File: src/rtl/ind_rf_pkg.sv
package ind_rf_pkg;
  localparam int RF_AW = 5;
  localparam int RF_DW = 8;

  localparam logic [RF_AW-1:0] A_INDIRECT = 5'h00;
  localparam logic [RF_AW-1:0] A_STATUS   = 5'h03;
  localparam logic [RF_AW-1:0] A_POINTER  = 5'h04;
  localparam logic [RF_AW-1:0] A_PORT     = 5'h06;

  typedef struct packed {
    logic [2:0] wake;   // software-writable upper bits
    logic       to;     // timeout flag
    logic       pd;     // power-down flag
    logic [2:0] alu;    // Z, DC, C
  } cond_t;
endpackage

File: src/rtl/rf_addr_resolve.sv
module rf_addr_resolve #(
  parameter int AW = 5
) (
  input  logic [AW-1:0] addr,
  input  logic [AW-1:0] pointer,
  output logic [AW-1:0] eff,
  output logic          null_sel
);
  always_comb begin
    eff      = (addr == '0) ? pointer : addr;
    null_sel = (eff == '0);
  end
endmodule

File: src/rtl/rf_gpr_ram.sv
module rf_gpr_ram #(
  parameter int AW    = 5,
  parameter int DW    = 8,
  parameter int DEPTH = 16
) (
  input  logic          clk,
  input  logic          we,
  input  logic [AW-1:0] waddr,
  input  logic [DW-1:0] wdata,
  input  logic [AW-1:0] raddr,
  output logic [DW-1:0] rdata
);
  localparam int BASE = (1 << AW) - DEPTH;
  localparam int IW   = $clog2(DEPTH);

  logic [DW-1:0] mem [DEPTH];
  logic          w_hit, r_hit;
  logic [IW-1:0] widx, ridx;

  assign w_hit = (waddr >= AW'(BASE));
  assign r_hit = (raddr >= AW'(BASE));
  assign widx  = IW'(waddr - AW'(BASE));
  assign ridx  = IW'(raddr - AW'(BASE));

  always_ff @(posedge clk) begin
    if (we && w_hit) mem[widx] <= wdata;
  end

  assign rdata = r_hit ? mem[ridx] : '0;
endmodule

File: src/rtl/rf_cond_reg.sv
module rf_cond_reg
  import ind_rf_pkg::*;
(
  input  logic       clk,
  input  logic       rst,
  input  logic       wr_en,
  input  logic [7:0] wr_data,
  input  logic [2:0] flag_mask,
  input  logic [2:0] flag_val,
  input  logic       sleep_evt,
  input  logic       wdt_timeout,
  input  logic       wdt_clear,
  output cond_t      cond
);
  logic [2:0] alu_n;

  always_comb begin
    for (int i = 0; i < 3; i++) begin
      if (flag_mask[i])  alu_n[i] = flag_val[i];
      else if (wr_en)    alu_n[i] = wr_data[i];
      else               alu_n[i] = cond.alu[i];
    end
  end

  always_ff @(posedge clk) begin
    if (rst) begin
      cond <= '{wake: 3'b000, to: 1'b1, pd: 1'b1, alu: 3'b000};
    end else begin
      if (wr_en) cond.wake <= wr_data[7:5];
      cond.alu <= alu_n;
      if (wdt_timeout)    cond.to <= 1'b0;
      else if (wdt_clear) cond.to <= 1'b1;
      if (sleep_evt)      cond.pd <= 1'b0;
      else if (wdt_clear) cond.pd <= 1'b1;
    end
  end

  // power-state bits only move on events
  a_r7_power_bits_locked: assert property (@(posedge clk) disable iff (rst)
    (!sleep_evt && !wdt_timeout && !wdt_clear) |=> $stable({cond.to, cond.pd}));

  // masked flags follow the ALU regardless of writes
  a_r6_flag_logic_wins: assert property (@(posedge clk) disable iff (rst)
    (flag_mask != 3'b000) |=> (((cond.alu ^ $past(flag_val)) & $past(flag_mask)) == 3'b000));

  // sleep clears power-down
  a_r8_sleep_clears_pd: assert property (@(posedge clk) disable iff (rst)
    sleep_evt |=> !cond.pd);

  // timeout clears timeout flag
  a_r8_timeout_clears_to: assert property (@(posedge clk) disable iff (rst)
    wdt_timeout |=> !cond.to);
endmodule

File: src/rtl/ind_regfile.sv
module ind_regfile
  import ind_rf_pkg::*;
#(
  parameter int GPR_BYTES = 16,
  parameter int PORT_W    = 4
) (
  input  logic              clk,
  input  logic              rst,
  input  logic [RF_AW-1:0]  rd_addr,
  output logic [RF_DW-1:0]  rd_data,
  input  logic              wr_en,
  input  logic [RF_AW-1:0]  wr_addr,
  input  logic [RF_DW-1:0]  wr_data,
  input  logic [2:0]        flag_mask,
  input  logic [2:0]        flag_val,
  input  logic              sleep_evt,
  input  logic              wdt_timeout,
  input  logic              wdt_clear,
  input  logic [PORT_W-1:0] pin_in,
  output logic [PORT_W-1:0] port_latch
);
  localparam int PTR_PAD = RF_DW - RF_AW;
  localparam int PIN_PAD = RF_DW - PORT_W;

  logic [RF_AW-1:0]  ptr_q;
  logic [PORT_W-1:0] port_q;
  logic [RF_AW-1:0]  r_eff, w_eff;
  logic              r_null, w_null;
  logic              wr_ok, cond_we;
  logic [RF_DW-1:0]  ram_rdata;
  cond_t             cond;

  rf_addr_resolve #(.AW(RF_AW)) u_rd_res (
    .addr(rd_addr), .pointer(ptr_q), .eff(r_eff), .null_sel(r_null));

  rf_addr_resolve #(.AW(RF_AW)) u_wr_res (
    .addr(wr_addr), .pointer(ptr_q), .eff(w_eff), .null_sel(w_null));

  assign wr_ok   = wr_en && !w_null;
  assign cond_we = wr_ok && (w_eff == A_STATUS);

  rf_cond_reg u_cond (
    .clk(clk), .rst(rst), .wr_en(cond_we), .wr_data(wr_data),
    .flag_mask(flag_mask), .flag_val(flag_val),
    .sleep_evt(sleep_evt), .wdt_timeout(wdt_timeout), .wdt_clear(wdt_clear),
    .cond(cond));

  rf_gpr_ram #(.AW(RF_AW), .DW(RF_DW), .DEPTH(GPR_BYTES)) u_ram (
    .clk(clk), .we(wr_ok), .waddr(w_eff), .wdata(wr_data),
    .raddr(r_eff), .rdata(ram_rdata));

  always_ff @(posedge clk) begin
    if (rst) begin
      ptr_q  <= '0;
      port_q <= '0;
    end else if (wr_ok) begin
      if (w_eff == A_POINTER) ptr_q  <= wr_data[RF_AW-1:0];
      if (w_eff == A_PORT)    port_q <= wr_data[PORT_W-1:0];
    end
  end

  always_comb begin
    if (r_null) begin
      rd_data = '0;
    end else begin
      case (r_eff)
        A_STATUS:  rd_data = cond;
        A_POINTER: rd_data = {{PTR_PAD{1'b1}}, ptr_q};
        A_PORT:    rd_data = {{PIN_PAD{1'b0}}, pin_in};
        default:   rd_data = ram_rdata;
      endcase
    end
  end

  assign port_latch = port_q;

  // self-referencing read yields zero
  a_r4_null_read: assert property (@(posedge clk) disable iff (rst)
    (rd_addr == A_INDIRECT && ptr_q == A_INDIRECT) |-> (rd_data == '0));

  // self-referencing write leaves state alone
  a_r4_null_write: assert property (@(posedge clk) disable iff (rst)
    (wr_en && wr_addr == A_INDIRECT && ptr_q == A_INDIRECT && flag_mask == 3'b000
     && !sleep_evt && !wdt_timeout && !wdt_clear)
    |=> ($stable(ptr_q) && $stable(port_q) && $stable(cond)));

  // pointer upper bits read as ones
  a_r5_pointer_upper_ones: assert property (@(posedge clk) disable iff (rst)
    (rd_addr == A_POINTER) |-> (rd_data[RF_DW-1:RF_AW] == '1));

  // port read upper bits are zero
  a_r9_port_upper_zero: assert property (@(posedge clk) disable iff (rst)
    (rd_addr == A_PORT) |-> (rd_data[RF_DW-1:PORT_W] == '0));
endmodule

File: config.mk
export PLATFORM = sky130hd
export DESIGN_NAME = ind_regfile
export DESIGN_NICKNAME = d
export VERILOG_FILES = /design/src/rtl/ind_rf_pkg.sv /design/src/rtl/rf_addr_resolve.sv /design/src/rtl/rf_gpr_ram.sv /design/src/rtl/rf_cond_reg.sv /design/src/rtl/ind_regfile.sv
export SDC_FILE = /design/constraint.sdc
export NUM_CORES = 1
export LEC_CHECK = 0
export BUFFER_PORTS_ARGS = -buffer_cell sky130_fd_sc_hd__buf_2
export CORE_MARGIN = 5
export CORE_UTILIZATION = 60
export DETAILED_ROUTE_END_ITERATION = 6
export PLACE_DENSITY_LB_ADDON = 0.12
export SYNTH_ARGS = -nofsm -noshare
export SYNTH_HDL_FRONTEND = slang
export SYNTH_SLANG_ARGS = --single-unit
File: constraint.sdc
create_clock -name clk -period 2.5 [get_ports clk]
set_input_delay 0.25 -clock clk [delete_from_list [all_inputs] [get_ports clk]]
set_output_delay 0.25 -clock clk [all_outputs]
set_load 0.01 [all_outputs]
# [Word-level counts from Yosys, hierarchy flattened]
# Memory sizes are Yosys's and may differ from the RTL's.
# Index checks and enable logic that the tools add are counted.
[word_totals] ff_bits=17 mem_bits_rw=128 inputBits=34 word_cells=50 memories=1 out_inout_bits=12
[op_classes] n_addsub=2 n_reduce_logical=15 n_lt_le_gt_ge=2 muxes=16 n_eq_ne=6
[mem_list] name="u_ram.mem" words=16 word_bits=8 rd=1 rd_ports_with_merged_regs=0 wr=1 line="rf_gpr_ram.sv:16" text="logic [DW-1:0] mem [DEPTH];"
[ops] op="case mux 8 bit (3 select lines)" n=1
[ops] op="== test 5 x 3 -> 1 bit (second input constant)" n=4
[ops] op="zero test 5 bit" n=4
[ops] op="two-way mux 8 bit" n=2
[ops] op="two-way mux 1 bit" n=11
[ops] op="== test 5 x 2 -> 1 bit (second input constant)" n=2
[ops] op=">= comparator 5 bit (second input constant)" n=2
[ops] op="two-way mux 5 bit" n=2
[ops] op="nonzero test 2 bit" n=5
[ops] op="subtractor 4 x 1 -> 4 bit (second input constant)" n=2
[ops] op="AND reduction 2 bit" n=2
[ops] op="logical AND 1 bit" n=3
[ops] op="zero test 1 bit" n=1

# [Depth between registers and ports, before layout]
[logic_depth] word_depth=8 ltp_mapped=10 depth_no_buf=6

# [Modules after synthesis]
# A second synthesis with hierarchy kept.
[unflattened] cells_unflattened=394 hier_area_um2=6282.3
[modules_own_cells] module="rf_gpr_ram" area_each_um2=5032.3 cells_each=236 seq_area_each_um2=3843.7 instances=1
[modules_own_cells] module="ind_regfile" area_each_um2=742.0 cells_each=99 seq_area_each_um2=180.2 instances=1
[modules_own_cells] module="rf_cond_reg" area_each_um2=317.8 cells_each=31 seq_area_each_um2=160.2 instances=1
[modules_own_cells] module="rf_addr_resolve" area_each_um2=95.1 cells_each=14 seq_area_each_um2=0.0 instances=2

# [Least setup slack after synthesis]
# No wires, ideal clock.
[synth_path] path_type="input-to-output" start="in rd_addr[1]" end="out rd_data[2]" arrival_ps=2010 path_stages=9 n_path_buf=3 required_time_ps=2250 path_slack_ps=240 path_cell_list="buf_6 -> nor4_4 -> a21o_1 -> buf_6 -> buf_6 -> mux2i_1 -> o2bb2ai_1 -> a2111o_1 -> a41o_1"
[synth_between] elab_chain_len=7 elab_cells_between_ends=12 cone_classes="add/sub (1); order compare (1); eq/ne (3); mux (4); reduce/logical (2); memory (1)"
[synth_lines] element="from (decl)" line="ind_regfile.sv:9" text="input logic [RF_AW-1:0] rd_addr,"
[synth_lines] element="zero test 5 bit" line="rf_addr_resolve.sv:10" text="eff = (addr == '0) ? pointer : addr;"
[synth_lines] element="two-way mux 5 bit (*)" line="rf_addr_resolve.sv:10"
[synth_lines] element="subtractor 4 x 1 -> 4 bit" line="rf_gpr_ram.sv:23" text="assign ridx = IW'(raddr - AW'(BASE));"
[synth_lines] element="memory (16 x 8 bit)"
[synth_lines] element="two-way mux 8 bit" line="rf_gpr_ram.sv:29" text="assign rdata = r_hit ? mem[ridx] : '0;"
[synth_lines] element="case mux 8 bit (3 select lines)" line="ind_regfile.sv:66" text="case (r_eff)"
[synth_lines] element="two-way mux 8 bit (*)" line="ind_regfile.sv:63" text="if (r_null) begin"
[synth_lines] element="to (decl)" line="ind_regfile.sv:10" text="output logic [RF_DW-1:0] rd_data,"
# Every way passes the cells marked *; elsewhere a longest branch is shown, timed or not.

# [Worst setup path after layout]
[layout_path] start="reg ptr_q[2]" end="out rd_data[5]"
[layout_between] elab_chain_len=6 elab_cells_between_ends=11 cone_classes="add/sub (1); order compare (1); eq/ne (3); mux (4); reduce/logical (1); memory (1)"
[layout_lines] element="from (decl)" line="ind_regfile.sv:25" text="logic [RF_AW-1:0] ptr_q;"
[layout_lines] element="from (signal assigned)" line="ind_regfile.sv:57" text="if (w_eff == A_POINTER) ptr_q <= wr_data[RF_AW-1:0];"
[layout_lines] element="two-way mux 5 bit (*)" line="rf_addr_resolve.sv:10"
[layout_lines] element="subtractor 4 x 1 -> 4 bit" line="rf_gpr_ram.sv:23"
[layout_lines] element="memory (16 x 8 bit)"
[layout_lines] element="two-way mux 8 bit" line="rf_gpr_ram.sv:29"
[layout_lines] element="case mux 8 bit (3 select lines)" line="ind_regfile.sv:66"
[layout_lines] element="two-way mux 8 bit (*)" line="ind_regfile.sv:63"
# Marks and branches as above.

==> flow_summary.yaml <==
synthesis:
  netlist_area_um2: 6175
  ys_ff_latch: 145
  synthesis.nets: 497
  ys_types: 51
  synth_top_cell_by_area: "edfxtp_1"
  synth_commonest_cells: "edfxtp_1, nand2_1, nor2_1"
  yosys-top-cells-area: "edfxtp_1, mux2i_1, dfxtp_1"
  syn_area_per_cell_um2: 13.34
  synthArstFlopShare: 0
  ys.warnings.count: 0
  synth_enable_flop_cells: 128
  synthFlopType: "edfxtp_1"
  ys_seq_area_frac: 0.6776
  syn_inst: 463
  synth_top_area_share: 0.6225
  synth_most_common_cell: "edfxtp_1"
route:
  drc_errors: 0
  antenna_left: 0
  wl_mm: 19.15
  vias_per_cell: 6.391
  routed-via-count: 4736
  drt_iter0_markers: 585
  dr.pass1.iters: 5
  wire_per_inst_um: 25.84
sta:
  period_share: 1.091
  clock_skew_ns: 0.007627
  max_slew_margin: 0.6377
  rsz0062_at_grt: "true"
  slew_viol_final: 0
  setup_slack_ns: -0.2285
  fin_crit_ns: 2.728
  finalHoldViolCount: 0
  worst_slew_pin_slew_ns: 0.5406
  setup_viol_count_final: 8
  clock.fmax_mhz: 366.5
grt:
  grt_pass1_wl_mm: 27.00
  grt_max_degree: 20
  first_global_vias: 4727
  grtUsageTotal: 0.2933
  antenna_found_initial: 0
  overflow: 0
worst_setup_path:
  critPathKind: "flip-flop to output pin"
  critPathMaxStageDelay_ns: 0.54
  worst-path-buf-inv: 2
  critPathCaptureType: "output pin"
  crit_family: "multiplexers"
  critical_path_required_ns: 2.25
  critical_path.startpoint_type: "flip-flop"
  cp.arrival_ns: 2.48
  cp_slowest_cell: "mux4_2"
  crit_chain: "a21o_4, buf_8, mux2i_1, mux4_2, nand2_2, nor4b_4, buf_2"
  crit_fanout: 7
placement:
  place.gp.congestion: 0.9007
  post-place-ws_ns: -0.03967
  io_buffers: 45
  place_hpwl_mm: 10.25
run_status:
  failed_checks: "setup timing"
  status: "complete, but fails checks"
final_layout:
  n_antenna_cell: 0
  layout.nets: 627
  syn2layout_area_growth_pct: 36.19
  drive_gt1_frac: 0.3686
die:
  design.die.area_um2: 12420
  ioPinCount: 46
  coreArea_um2: 10180
  die_x_um: 111.4
  start_util: 0.6063
  die_h_um: 111.4
  rows: 37
cts:
  clock_path_buffers: 2
  cts_sinks: 145
  clk_pin_slew_ns: 0.07
  htree_levels: 4
  cts_tree: "done"
  root_buffer: "clkbuf_8"
  clock_latency_ns: 0.53
  cts_buffers: 17
power_and_ir_drop:
  max-vdd-ir-drop_v: 0.0006188
  power_w: 0.005903
  pwr_density_cell_nw_per_um2: 701.9
  total_leakage_power_nw: 3.127
job:
  cap_violations: 0
min_path:
  hp-class: "input pin to flip-flop"
==> per-layer routing <==
layer,vias to the layer above,global-route usage,share of wire
met5,-,0,0
met4,0,0.1265,0.039
met3,61,0.05978,0.086
met2,312,0.4950,0.51
met1,2337,0.3706,0.37
li1,2026,-,-
==> report_power, final <==
group	switching (W)	internal [W]	leakage (nW)
clock	0.00104	0.00163	0.292
sequential	0.0000127	0.00266	1.29
combinational	0.000316	0.000244	1.54
==> final timing paths <==
check	start	end	slack, ns	depth (start not counted)
setup / recovery	ptr_q[2]$_SDFFE_PP0P_	rd_data[5]	-0.23	7
hold / removal	rst	ptr_q[2]$_SDFFE_PP0P_	0.09	2
setup reg to reg	ptr_q[0]$_SDFFE_PP0P_	ptr_q[0]$_SDFFE_PP0P_	0.21	8
hold reg to reg	port_latch[0]$_SDFFE_PP0P_	port_latch[0]$_SDFFE_PP0P_	0.49	2
==> metrics by stage <==
stage                 util  hold WS [ns]  cells  TNS [ns]  cell area (um2)
global placement    0.6726        0.4513    670         0             6850
detailed placement  0.6726        0.4542    670  -0.06772             6850
finish              0.8257       0.09355    741    -1.103             8409
global route        0.8257        0.1051    741    -1.634             8409
floorplan                -        0.3489    463         0             6175
CTS                 0.8069       0.08055    738   -0.7410             8218
==> layout make-up <==
class / instances / area, um2
flip-flops and latches: 145 / 4197
clock buffers: 17 / 414.1
fillers: 511 / 1775
multi-input cells: 280 / 2215
repair buffers: 135 / 1157
inverters: 14 / 52.55
well taps: 136 / 170.2
clock inverters: 14 / 203.9
==> layout by cell type (no fill, tap or decap), types with 10 or more instances in the layout <==
cell type,n
edfxtp_1,128
nand2_1,74
buf_4,59
buf_2,45
nor2_1,41
mux2i_1,36
clkbuf_16,16
dfxtp_1,13
inv_1,12
a21oi_1,10
dlygate4sd3_1,10
==> logic make-up (layout without fill, tap and decap cells) <==
group                  after synthesis  count (layout)  share of synthesized area
and+or+nand+nor                    159             159                     0.1183
DFF                                145             145                     0.6776
AOI/OAI and AO/OA                   78              78                    0.09220
muxes                               43              43                    0.08187
buffers and inverters               38             180                    0.02999
==> flip-flops by register name, summed over array words and instances, names as in the netlist <==
register / cells
ptr_q: 5
u_ram.mem: 128
u_cond.cond: 8
port_latch: 4
==> what timing repair did <==
action,4_1_cts,5_1_grt
setup endpoints to repair,8,11
cloned,4,0
hold endpoints to repair,5,0
pin swaps,19,18
hold buffers,10,0
buffers inserted,23,4
resized for setup,62,31
==> worst register-to-register path: cells and delay by family, from the launching register on <==
kind | cells | cell delay, ns
muxes | 1 | 0.34
and+or+nand+nor | 3 | 0.73
DFF | 1 | 0.36
AOI/OAI and AO/OA | 1 | 0.35
buffers and inverters | 3 | 0.38
Power figures use the tool's default switching activity.
